`config.mk`:
```
export PLATFORM = sky130hd
export DESIGN_NAME = ramp_stepper_seq
export DESIGN_NICKNAME = d
export VERILOG_FILES = /design/src/rtl/stp_pkg.sv /design/src/rtl/stp_period.sv /design/src/rtl/stp_ramp.sv /design/src/rtl/stp_track.sv /design/src/rtl/stp_pattern.sv /design/src/rtl/ramp_stepper_seq.sv
export SDC_FILE = /design/constraint.sdc
export NUM_CORES = 1
export LEC_CHECK = 0
export BUFFER_PORTS_ARGS = -buffer_cell sky130_fd_sc_hd__buf_4
export CAP_MARGIN = 0
export CORE_ASPECT_RATIO = 0.5
export CORE_MARGIN = 4
export CORE_UTILIZATION = 55
export DETAILED_ROUTE_END_ITERATION = 10
export PLACE_DENSITY = 0.75
export SLEW_MARGIN = 20
export SYNTH_ARGS = -nofsm -noshare
export SYNTH_HDL_FRONTEND = slang
export SYNTH_SLANG_ARGS = --single-unit
```
`constraint.sdc`:
```
create_clock -name clk -period 17 [get_ports clk]
set_clock_uncertainty 0.1 [all_clocks]
set_input_delay 0 -clock clk [delete_from_list [all_inputs] [get_ports clk]]
set_output_delay 0 -clock clk [all_outputs]
set_load 0.01 [all_outputs]
```
`src/rtl/stp_pkg.sv`:
```
package stp_pkg;

    localparam int RATE_W   = 4;
    localparam int RATE_TOP = 14;
    localparam int PAT_W    = 16;

    typedef logic [RATE_W-1:0] rate_t;
    typedef logic [PAT_W-1:0]  pat_t;

    typedef enum logic {ST_IDLE, ST_RUN} run_st_e;

    typedef struct packed {
        logic fire;
        logic up;
    } step_t;

    function automatic rate_t clamp_rate(input rate_t m);
        if (m == rate_t'(0))
            return rate_t'(1);
        else if (m > rate_t'(RATE_TOP))
            return rate_t'(RATE_TOP);
        else
            return m;
    endfunction

    // far: remaining distance after the step exceeds the present rate
    function automatic rate_t next_rate(input rate_t r, input logic far, input rate_t cap);
        if (far) begin
            if (r < cap)      return r + rate_t'(1);
            else if (r > cap) return r - rate_t'(1);
            else              return r;
        end else begin
            if (r > rate_t'(1)) return r - rate_t'(1);
            else                return rate_t'(1);
        end
    endfunction

    function automatic pat_t rotate_pat(input pat_t p, input logic up);
        if (up) return {p[PAT_W-2:0], p[PAT_W-1]};
        else    return {p[0], p[PAT_W-1:1]};
    endfunction

endpackage

```
`src/rtl/stp_period.sv`:
```
module stp_period
    import stp_pkg::*;
#(
    parameter int PER_W = 16
) (
    input  rate_t             rate,
    input  logic [PER_W-1:0]  k1,
    input  logic [PER_W-1:0]  k2,
    output logic [PER_W-1:0]  period
);
    localparam int PW = PER_W + RATE_W;

    logic [PW-1:0] prod;
    logic [PW-1:0] k1_ext;

    always_comb begin
        prod   = {{RATE_W{1'b0}}, k2} * {{PER_W{1'b0}}, rate};
        k1_ext = {{RATE_W{1'b0}}, k1};
        if (prod < k1_ext)
            period = k1 - prod[PER_W-1:0];
        else
            period = PER_W'(1);
    end
endmodule

```
`src/rtl/stp_ramp.sv`:
```
module stp_ramp
    import stp_pkg::*;
#(
    parameter int POS_W = 16,
    parameter int PER_W = 16
) (
    input  logic              clk,
    input  logic              rst,
    input  logic              step_req,
    input  logic [POS_W-1:0]  pos,
    input  logic [POS_W-1:0]  tgt,
    input  rate_t             max_rate,
    input  logic [PER_W-1:0]  period_in,
    output rate_t             rate_sel,
    output rate_t             rate_q,
    output step_t             step,
    output logic              busy
);
    localparam int DW = POS_W + 1;

    run_st_e             st_q;
    logic                up_q;
    logic [PER_W-1:0]    tmr_q;

    logic signed [DW-1:0] diff, ahead, eff_ahead, d1, rate_s;
    logic                 flip, eff_up, expire, fwd, land, far;
    rate_t                cap;

    always_comb begin
        diff      = $signed({1'b0, tgt}) - $signed({1'b0, pos});
        ahead     = up_q ? diff : -diff;
        flip      = ahead[DW-1] && (rate_q == rate_t'(1));
        eff_ahead = flip ? -ahead : ahead;
        eff_up    = up_q ^ flip;
        fwd       = !eff_ahead[DW-1] && (eff_ahead != '0);
        land      = (eff_ahead == DW'(1));
        d1        = eff_ahead - DW'(1);
        rate_s    = $signed({{(DW-RATE_W){1'b0}}, rate_q});
        far       = d1 > rate_s;
        cap       = clamp_rate(max_rate);
        expire    = (st_q == ST_RUN) && (tmr_q <= PER_W'(1));

        step.fire = expire && (fwd || rate_q > rate_t'(1));
        step.up   = eff_up;

        if (st_q == ST_IDLE)
            rate_sel = rate_t'(1);
        else if (fwd)
            rate_sel = next_rate(rate_q, far, cap);
        else
            rate_sel = (rate_q > rate_t'(1)) ? rate_q - rate_t'(1) : rate_t'(1);
    end

    always_ff @(posedge clk) begin
        if (rst) begin
            st_q   <= ST_IDLE;
            up_q   <= 1'b1;
            tmr_q  <= '0;
            rate_q <= rate_t'(1);
        end else begin
            case (st_q)
                ST_IDLE: begin
                    if (step_req && diff != '0) begin
                        st_q   <= ST_RUN;
                        up_q   <= !diff[DW-1];
                        rate_q <= rate_t'(1);
                        tmr_q  <= period_in;
                    end
                end
                default: begin
                    if (!expire) begin
                        tmr_q <= tmr_q - PER_W'(1);
                    end else if (!step.fire || (fwd && land)) begin
                        st_q   <= ST_IDLE;
                        rate_q <= rate_t'(1);
                    end else begin
                        up_q   <= eff_up;
                        rate_q <= rate_sel;
                        tmr_q  <= period_in;
                    end
                end
            endcase
        end
    end

    assign busy = (st_q == ST_RUN);
endmodule

```
`src/rtl/stp_track.sv`:
```
module stp_track
    import stp_pkg::*;
#(
    parameter int POS_W = 16
) (
    input  logic              clk,
    input  logic              rst,
    input  logic              tgt_wr,
    input  logic [POS_W-1:0]  tgt_in,
    input  step_t             step,
    output logic [POS_W-1:0]  pos_q,
    output logic [POS_W-1:0]  tgt_q
);
    always_ff @(posedge clk) begin
        if (rst) begin
            pos_q <= '0;
            tgt_q <= '0;
        end else begin
            if (tgt_wr)
                tgt_q <= tgt_in;
            if (step.fire)
                pos_q <= step.up ? pos_q + POS_W'(1) : pos_q - POS_W'(1);
        end
    end
endmodule

```
`src/rtl/stp_pattern.sv`:
```
module stp_pattern
    import stp_pkg::*;
#(
    parameter int NCH = 8
) (
    input  logic            clk,
    input  logic            rst,
    input  logic            pat_wr,
    input  pat_t            pat_in,
    input  logic            busy,
    input  step_t           step,
    output pat_t            pat_q,
    output logic [NCH-1:0]  phase
);
    always_ff @(posedge clk) begin
        if (rst)
            pat_q <= '0;
        else if (step.fire)
            pat_q <= rotate_pat(pat_q, step.up);
        else if (pat_wr && !busy)
            pat_q <= pat_in;
    end

    for (genvar i = 0; i < NCH; i++) begin : g_pin
        assign phase[i] = pat_q[i];
    end
endmodule

```
`src/rtl/ramp_stepper_seq.sv`:
```
module ramp_stepper_seq
    import stp_pkg::*;
#(
    parameter int NCH   = 8,
    parameter int POS_W = 16,
    parameter int PER_W = 16
) (
    input  logic              clk,
    input  logic              rst,
    input  logic              tgt_wr,
    input  logic [POS_W-1:0]  tgt_in,
    input  logic              step_req,
    input  logic [PER_W-1:0]  k1,
    input  logic [PER_W-1:0]  k2,
    input  logic [RATE_W-1:0] max_rate,
    input  logic              pat_wr,
    input  logic [PAT_W-1:0]  pat_in,
    output logic [NCH-1:0]    phase,
    output logic [POS_W-1:0]  position,
    output logic              busy
);
    rate_t             rate_sel, rate_q;
    step_t             step;
    logic [PER_W-1:0]  period;
    logic [POS_W-1:0]  tgt_q;
    pat_t              pat_q;

    stp_period #(.PER_W(PER_W)) u_period (
        .rate(rate_sel), .k1(k1), .k2(k2), .period(period)
    );

    stp_ramp #(.POS_W(POS_W), .PER_W(PER_W)) u_ramp (
        .clk(clk), .rst(rst), .step_req(step_req), .pos(position), .tgt(tgt_q),
        .max_rate(max_rate), .period_in(period), .rate_sel(rate_sel),
        .rate_q(rate_q), .step(step), .busy(busy)
    );

    stp_track #(.POS_W(POS_W)) u_track (
        .clk(clk), .rst(rst), .tgt_wr(tgt_wr), .tgt_in(tgt_in), .step(step),
        .pos_q(position), .tgt_q(tgt_q)
    );

    stp_pattern #(.NCH(NCH)) u_pattern (
        .clk(clk), .rst(rst), .pat_wr(pat_wr), .pat_in(pat_in), .busy(busy),
        .step(step), .pat_q(pat_q), .phase(phase)
    );
endmodule

```
[After elaboration in Yosys (flattened, before gate mapping)]
Cells that the tools add are included.
Storage, ports and cells
  register bits after elaboration: 70
  latch bits: 0
  bits in writable memories: 0
  ROM bits: 0
  input bits: 73
  output and inout bits: 25
  logic and storage cells: 83
  memories kept: 0
Operators by class
  $add $sub $neg: 10
  multipliers: 1
  divide/modulo/power cells: 0
  magnitude comparators: 7
  eq/ne operators: 5
  shifts and indexed selects: 0
  mux-type cells: 31
  bitwise logic cells: 1
  reduce and logical (&&, ||, !) cells: 21
Operators by type and width (number)
  $mux 16: 9
  $mux 4: 12
  $mux 17: 2
  $neg 17->17: 2
  $reduce_bool 17->1: 2
  $sub 16x1->16 const B: 2
  $lt 20x16->1: 1
  $mul 16x4->20: 1
  $eq 17x2->1 const B: 1
  $gt 17x5->1: 1
  $sub 16x16->17: 1
  $sub 17x2->17 const B: 1
  $add 16x1->16 const B: 1
  $le 16x1->1 const B: 1
  $sub 16x16->16: 1
  $mux 1: 8
  $logic_and 1x1->1: 7
  $add 4x1->4 const B: 1
  $eq 4x1->1 const B: 1
  $gt 4x1->1 const B: 1
  $gt 4x4->1: 1
  $gt 4x4->1 const B: 1
  $logic_not 1->1: 4
  $logic_not 4->1: 1
  other kinds (9): 13

[Depth between registers and ports, before layout]
  depth in word-level cells: 16
  depth in mapped cells: 60
  mapped depth without buffers: 58

[Cells and area by module]
From an unflattened synthesis, not the netlist that was laid out.
Second synthesis, totals
  cells, all modules: 1382
  area, all modules: 10716.5 um^2
Modules (own cells, without submodules)
  stp_ramp: times used 1, cells each 632, area an instance 4580.6 um^2, sequential area each 440.4 um^2
  stp_period: times used 1, cells each 443, area an instance 3340.7 um^2, sequential area each 0.0 um^2
  stp_track: times used 1, cells each 207, area an instance 1855.5 um^2, sequential area each 640.6 um^2
  stp_pattern: times used 1, cells each 100, area an instance 939.7 um^2, sequential area each 320.3 um^2

[Least setup slack after synthesis]
No wires, ideal clock.
  kind: reg2reg
  start point: reg u_track.pos_q[4]
  end point: reg u_ramp.tmr_q[8]
  library setup time: 0.095 ns
  data arrival time: 11.817 ns
  required time: 16.805 ns
  setup slack: 4.987 ns
  cell stages (with the launch flop): 58
  path buffers: 1
  clock period less this slack: 12.013 ns
  cell sequence: dfxtp_1 -> inv_1 -> ha_1 -> buf_6 -> a21o_1 -> a21o_1 -> a221o_1 -> a211oi_4 -> nand4_1 -> nor2_1 -> nand2_1 -> nor4bb_1 -> ha_1 -> nor2b_1 -> a21oi_1 -> nor2_1 -> nor3b_1 -> or2_2 -> (+22 left out) -> a21oi_1 -> o21bai_1 -> a21oi_1 -> nor2b_1 -> o21a_1 -> o41ai_1 -> o21bai_1 -> a211oi_1 -> nor2_1 -> ha_1 -> nand4_1 -> a21oi_1 -> nor4_1 -> o21ai_0 -> a211o_1 -> or3b_2 -> o2bb2ai_1 -> a221oi_1
On the way
  cells in the longest elaborated chain, start to end: 16
  elaborated cells on any way between the ends: 33
  classes of those cells: 5 x add/sub; 1 x mul; 2 x order compare; 2 x eq/ne; 10 x mux; 13 x reduce/logical
RTL lines
  start, declared: RTL line stp_track.sv:11  | output logic [POS_W-1:0] pos_q,
  start signal, assigned: RTL line stp_track.sv:22  | pos_q <= step.up ? pos_q + POS_W'(1) : pos_q - POS_W'(1);
  $sub 16x16->17 (*): RTL line stp_ramp.sv:30  | diff = $signed({1'b0, tgt}) - $signed({1'b0, pos});
  $neg 17->17: RTL line stp_ramp.sv:31  | ahead = up_q ? diff : -diff;
  $mux 17: RTL line stp_ramp.sv:31
  $neg 17->17 / $logic_and 1x1->1 (equally long branches): RTL line stp_ramp.sv:33, stp_ramp.sv:32
  $mux 17: RTL line stp_ramp.sv:33  | eff_ahead = flip ? -ahead : ahead;
  $sub 17x2->17: RTL line stp_ramp.sv:37  | d1 = eff_ahead - DW'(1);
  $gt 17x5->1: RTL line stp_ramp.sv:39  | far = d1 > rate_s;
  $mux 4: RTL line stp_pkg.sv:28  | if (far) begin
  $mux 4: RTL line stp_ramp.sv:48  | else if (fwd)
  $mux 4: RTL line stp_ramp.sv:46  | if (st_q == ST_IDLE)
  $mul 16x4->20: RTL line stp_period.sv:17  | prod = {{RATE_W{1'b0}}, k2} * {{PER_W{1'b0}}, rate};
  $sub 16x16->16 / $lt 20x16->1 (equally long branches): RTL line stp_period.sv:20, stp_period.sv:19
  $mux 16: RTL line stp_period.sv:19  | if (prod < k1_ext)
  $mux 16: RTL line stp_ramp.sv:73  | end else if (!step.fire || (fwd && land)) begin
  $mux 16: RTL line stp_ramp.sv:71  | if (!expire) begin
  $mux 16: RTL line stp_ramp.sv:61  | case (st_q)
  end signal, assigned: RTL line stp_ramp.sv:67  | tmr_q <= period_in;
  end signal, assigned: RTL line stp_ramp.sv:72  | tmr_q <= tmr_q - PER_W'(1);
  end signal, assigned: RTL line stp_ramp.sv:79  | tmr_q <= period_in;
  end, declared: RTL line stp_ramp.sv:23  | logic [PER_W-1:0] tmr_q;
Every way passes the cells marked *; elsewhere a longest branch is shown, timed or not. The select of a mux whose other input is x is not followed.
A chain may end at the register's enable or synchronous reset.

[Final worst setup path]
  start point: reg u_track.pos_q[3]
  end point: reg u_ramp.tmr_q[8]
The elaborated chain is that of the path after synthesis.

==> flow_metrics.tcl <==
set metrics [dict create \
    status "completed" \
    grt_pass1_wl_um 45500 \
    viasPerCell 6.07 \
    synth.avg_cell_area_sq_um 7.63 \
    synth-seq-area-share 0.140 \
    worst_slack_ns 3.07 \
    r2r_start "u_track.pos_q[3]$_SDFFE_PP0P_" \
    core_area_sq_mm 0.0176 \
    synthArstFlopShare 0 \
    ys.warnings.count 0 \
    chipHeight_um 103 \
    relSlewSlack 0.468 \
    hold_viol 0 \
    gp_congestion 0.969 \
    cp-start-kind "register" \
    htreeDepth 3 \
    setup_viol 0 \
    fp-row-count 34 \
    worstSetupPathType "register to register" \
    final_common_cell "inv_1" \
    endpoint_kind "register" \
    diodes 0 \
    min_period_over_period 0.820 \
    drive_above_1_share 0.114 \
    hold_slack_ns 0.0266 \
    die-area_sq_mm 0.0206 \
    layout_common_cells "140 x inv_1, 104 x nand2_1, 103 x ha_1" \
    leakage_nw 5.15 \
    start_util 0.569 \
    ys_ff_latch 70 \
    holdCritPathClass "primary input to register" \
    syn2layout_area_growth_pct 14.8 \
    ff2ff_path_depth 56 \
    cts.sinks 70 \
    clk_pin_slew_ns 0.07 \
    rsz0062_at_grt "no" \
    fmax_mhz 71.8 \
    gr-total-overflow 0 \
    synth_area_leaders "dfxtp_1 14%, ha_1 13%, fa_1 6.2%" \
    reg2reg_slack_ns 3.07 \
    required_ns 17.15 \
    peakVddDrop_uv 68.6 \
    routed_wl_um 28200 \
    syn_nets 1522 \
    antenna_found_initial 0 \
    dieWidth_um 199 \
    synth.distinct_cells 97 \
    clockBufferDepth 2 \
    num_vias 9995 \
    first_global_vias 9416 \
    drtPass1Iterations 5 \
    clk_latency_ns 0.34 \
    final.setup.tns_ns 0 \
    grt_use_total 0.267 \
    numPortBuffers 97 \
    worstMarginPinSlew_ns 0.792 \
    nFillCells 1533 \
    register_area_sq_mm 0.00140 \
    p_per_area_mw_per_mm2 155 \
    period_minus_slack_ns 13.93 \
    postCtsSetupRepairBufs 0 \
    min_from "pat_in[8]" \
    cp_slowest_stage_delay_ns 0.54 \
    first_iter_violations 696 \
    cts_root_buffer "clkbuf_16" \
    power_mw 1.78 \
    cts_buffers 9 \
    synth_top_area_share 0.140 \
    ioPinCount 98 \
    maxCapViolations 0 \
    drtAntennaViolNets 0 \
    crit_fanout 16 \
    r2r_end "u_ramp.tmr_q[8]$_SDFFE_PP0P_" \
    syn_area_sq_mm 0.0100 \
    grt_max_degree 66 \
    synthCells 1315 \
    nets 1614 \
    tritoncts "done" \
    drc 0 \
    slowest_stage "a211oi_1" \
    hold_depth 3 \
    hpwl_um 21700 \
    pre_cts_slack_ns 3.24 \
    wl_per_cell_um 17.1 \
    synth_edf_count 0 \
    multi_input_area_sq_mm 0.00786 \
    report.final.slew_viol_count 0 \
    synth_largest_area_cell "dfxtp_1" \
    hold_path_end "u_pattern.pat_q[8]$_SDFFE_PP0P_" \
    ys.flop_type "dfxtp_1" \
    worstPathArrival_ns 14.08 \
]
-- metrics by stage --
step	instance area, sq um	cells	utilization
floorplan	10000	1315	-
global placement	10800	1598	0.615
detailed placement	10800	1598	0.615
CTS	11500	1645	0.652
global route	11500	1646	0.654
finish	11500	1646	0.654
-- layer usage --
metal | vias up | wire, um | GRT usage | part of all wire
met4 | 0 | 499 | 0.0636 | 0.018
met2 | 267 | 13700 | 0.476 | 0.49
li1 | 4916 | - | - | -
met1 | 4766 | 12800 | 0.349 | 0.45
met3 | 46 | 1140 | 0.0350 | 0.041
met5 | - | 0 | 0 | 0
-- flip-flops by register name, summed over array words and instances, names as in the netlist --
| register | count |
|---|---|
| u_ramp.up_q | 1 |
| u_track.tgt_q | 16 |
| u_ramp.rate_q | 4 |
| u_ramp.tmr_q | 16 |
| u_pattern.pat_q | 16 |
| u_track.pos_q | 16 |
| u_ramp.busy | 1 |
-- synth_stat cells (18+ instances only) --
library cell    n
and3_1         21
nand3_1        33
ha_1          103
fa_1           31
nand2_1       104
a211oi_1       44
xor2_1         21
o211ai_1       18
xnor2_1        42
dfxtp_1        70
mux2i_1        48
nor2_1         84
inv_1         140
a21o_1         20
o21ai_0        54
a31oi_1        23
and2_1         19
nor3_1         41
nor2b_1        32
clkbuf_1       29
a21oi_1        98
-- how the worst max path moves through the flow --
stage | start | endpoint | slack (ns) | depth (start not counted)
detailed placement | u_track.pos_q[3]$_SDFFE_PP0P_ | u_ramp.tmr_q[8]$_SDFFE_PP0P_ | 3.24 | 56
finish | u_track.pos_q[3]$_SDFFE_PP0P_ | u_ramp.tmr_q[8]$_SDFFE_PP0P_ | 3.07 | 56
floorplan | u_track.pos_q[4]$_SDFFE_PP0P_ | u_ramp.tmr_q[8]$_SDFFE_PP0P_ | 4.99 | 57
global route | u_track.pos_q[3]$_SDFFE_PP0P_ | u_ramp.tmr_q[8]$_SDFFE_PP0P_ | 1.77 | 56
CTS | u_track.pos_q[3]$_SDFFE_PP0P_ | u_ramp.tmr_q[8]$_SDFFE_PP0P_ | 3.16 | 56
global placement | u_track.pos_q[1]$_SDFFE_PP0P_ | u_ramp.tmr_q[8]$_SDFFE_PP0P_ | 3.80 | 56
-- worst max-delay path, delay by kind of cell (launching register included) --
kind                       cells  cell delay [ns]
AOI/OAI and AO/OA             23             5.51
xor gates and xnor gates       3             0.54
adders and majority gates      8             3.07
buffers and inverters          3             0.25
DFF                            1             0.38
and+or+nand+nor               19             3.97
-- what timing repair did --
item | CTS | global route
endpoints found under the hold margin | 31 | 0
setup endpoints to repair | 0 | 0
hold buffers | 31 | 0
resized for setup | 0 | 0
-- report_power, final --
group / switching [mW] / leakage [nW] / total [mW] / internal, mW
Combinational: 0.810 / 4.42 / 1.34 / 0.531
Clock: 0.0789 / 0.156 / 0.212 / 0.134
Sequential: 0.0354 / 0.573 / 0.230 / 0.195
-- cell type report --
class                   count  area share
well taps                 234      0.0254
clock buffers              10      0.0208
flip-flops and latches     70       0.122
repair buffers            133      0.0952
multi-input cells        1050       0.682
inverters                 143      0.0466
clock inverters             6     0.00804
-- cell families after synthesis --
group | synth area share
xor+xnor | 0.0589
fa+ha+maj | 0.190
simple gates | 0.209
mux | 0.0528
compound gates | 0.270
flops | 0.140
buf+inv | 0.0792
Power figures use the tool's default switching activity.
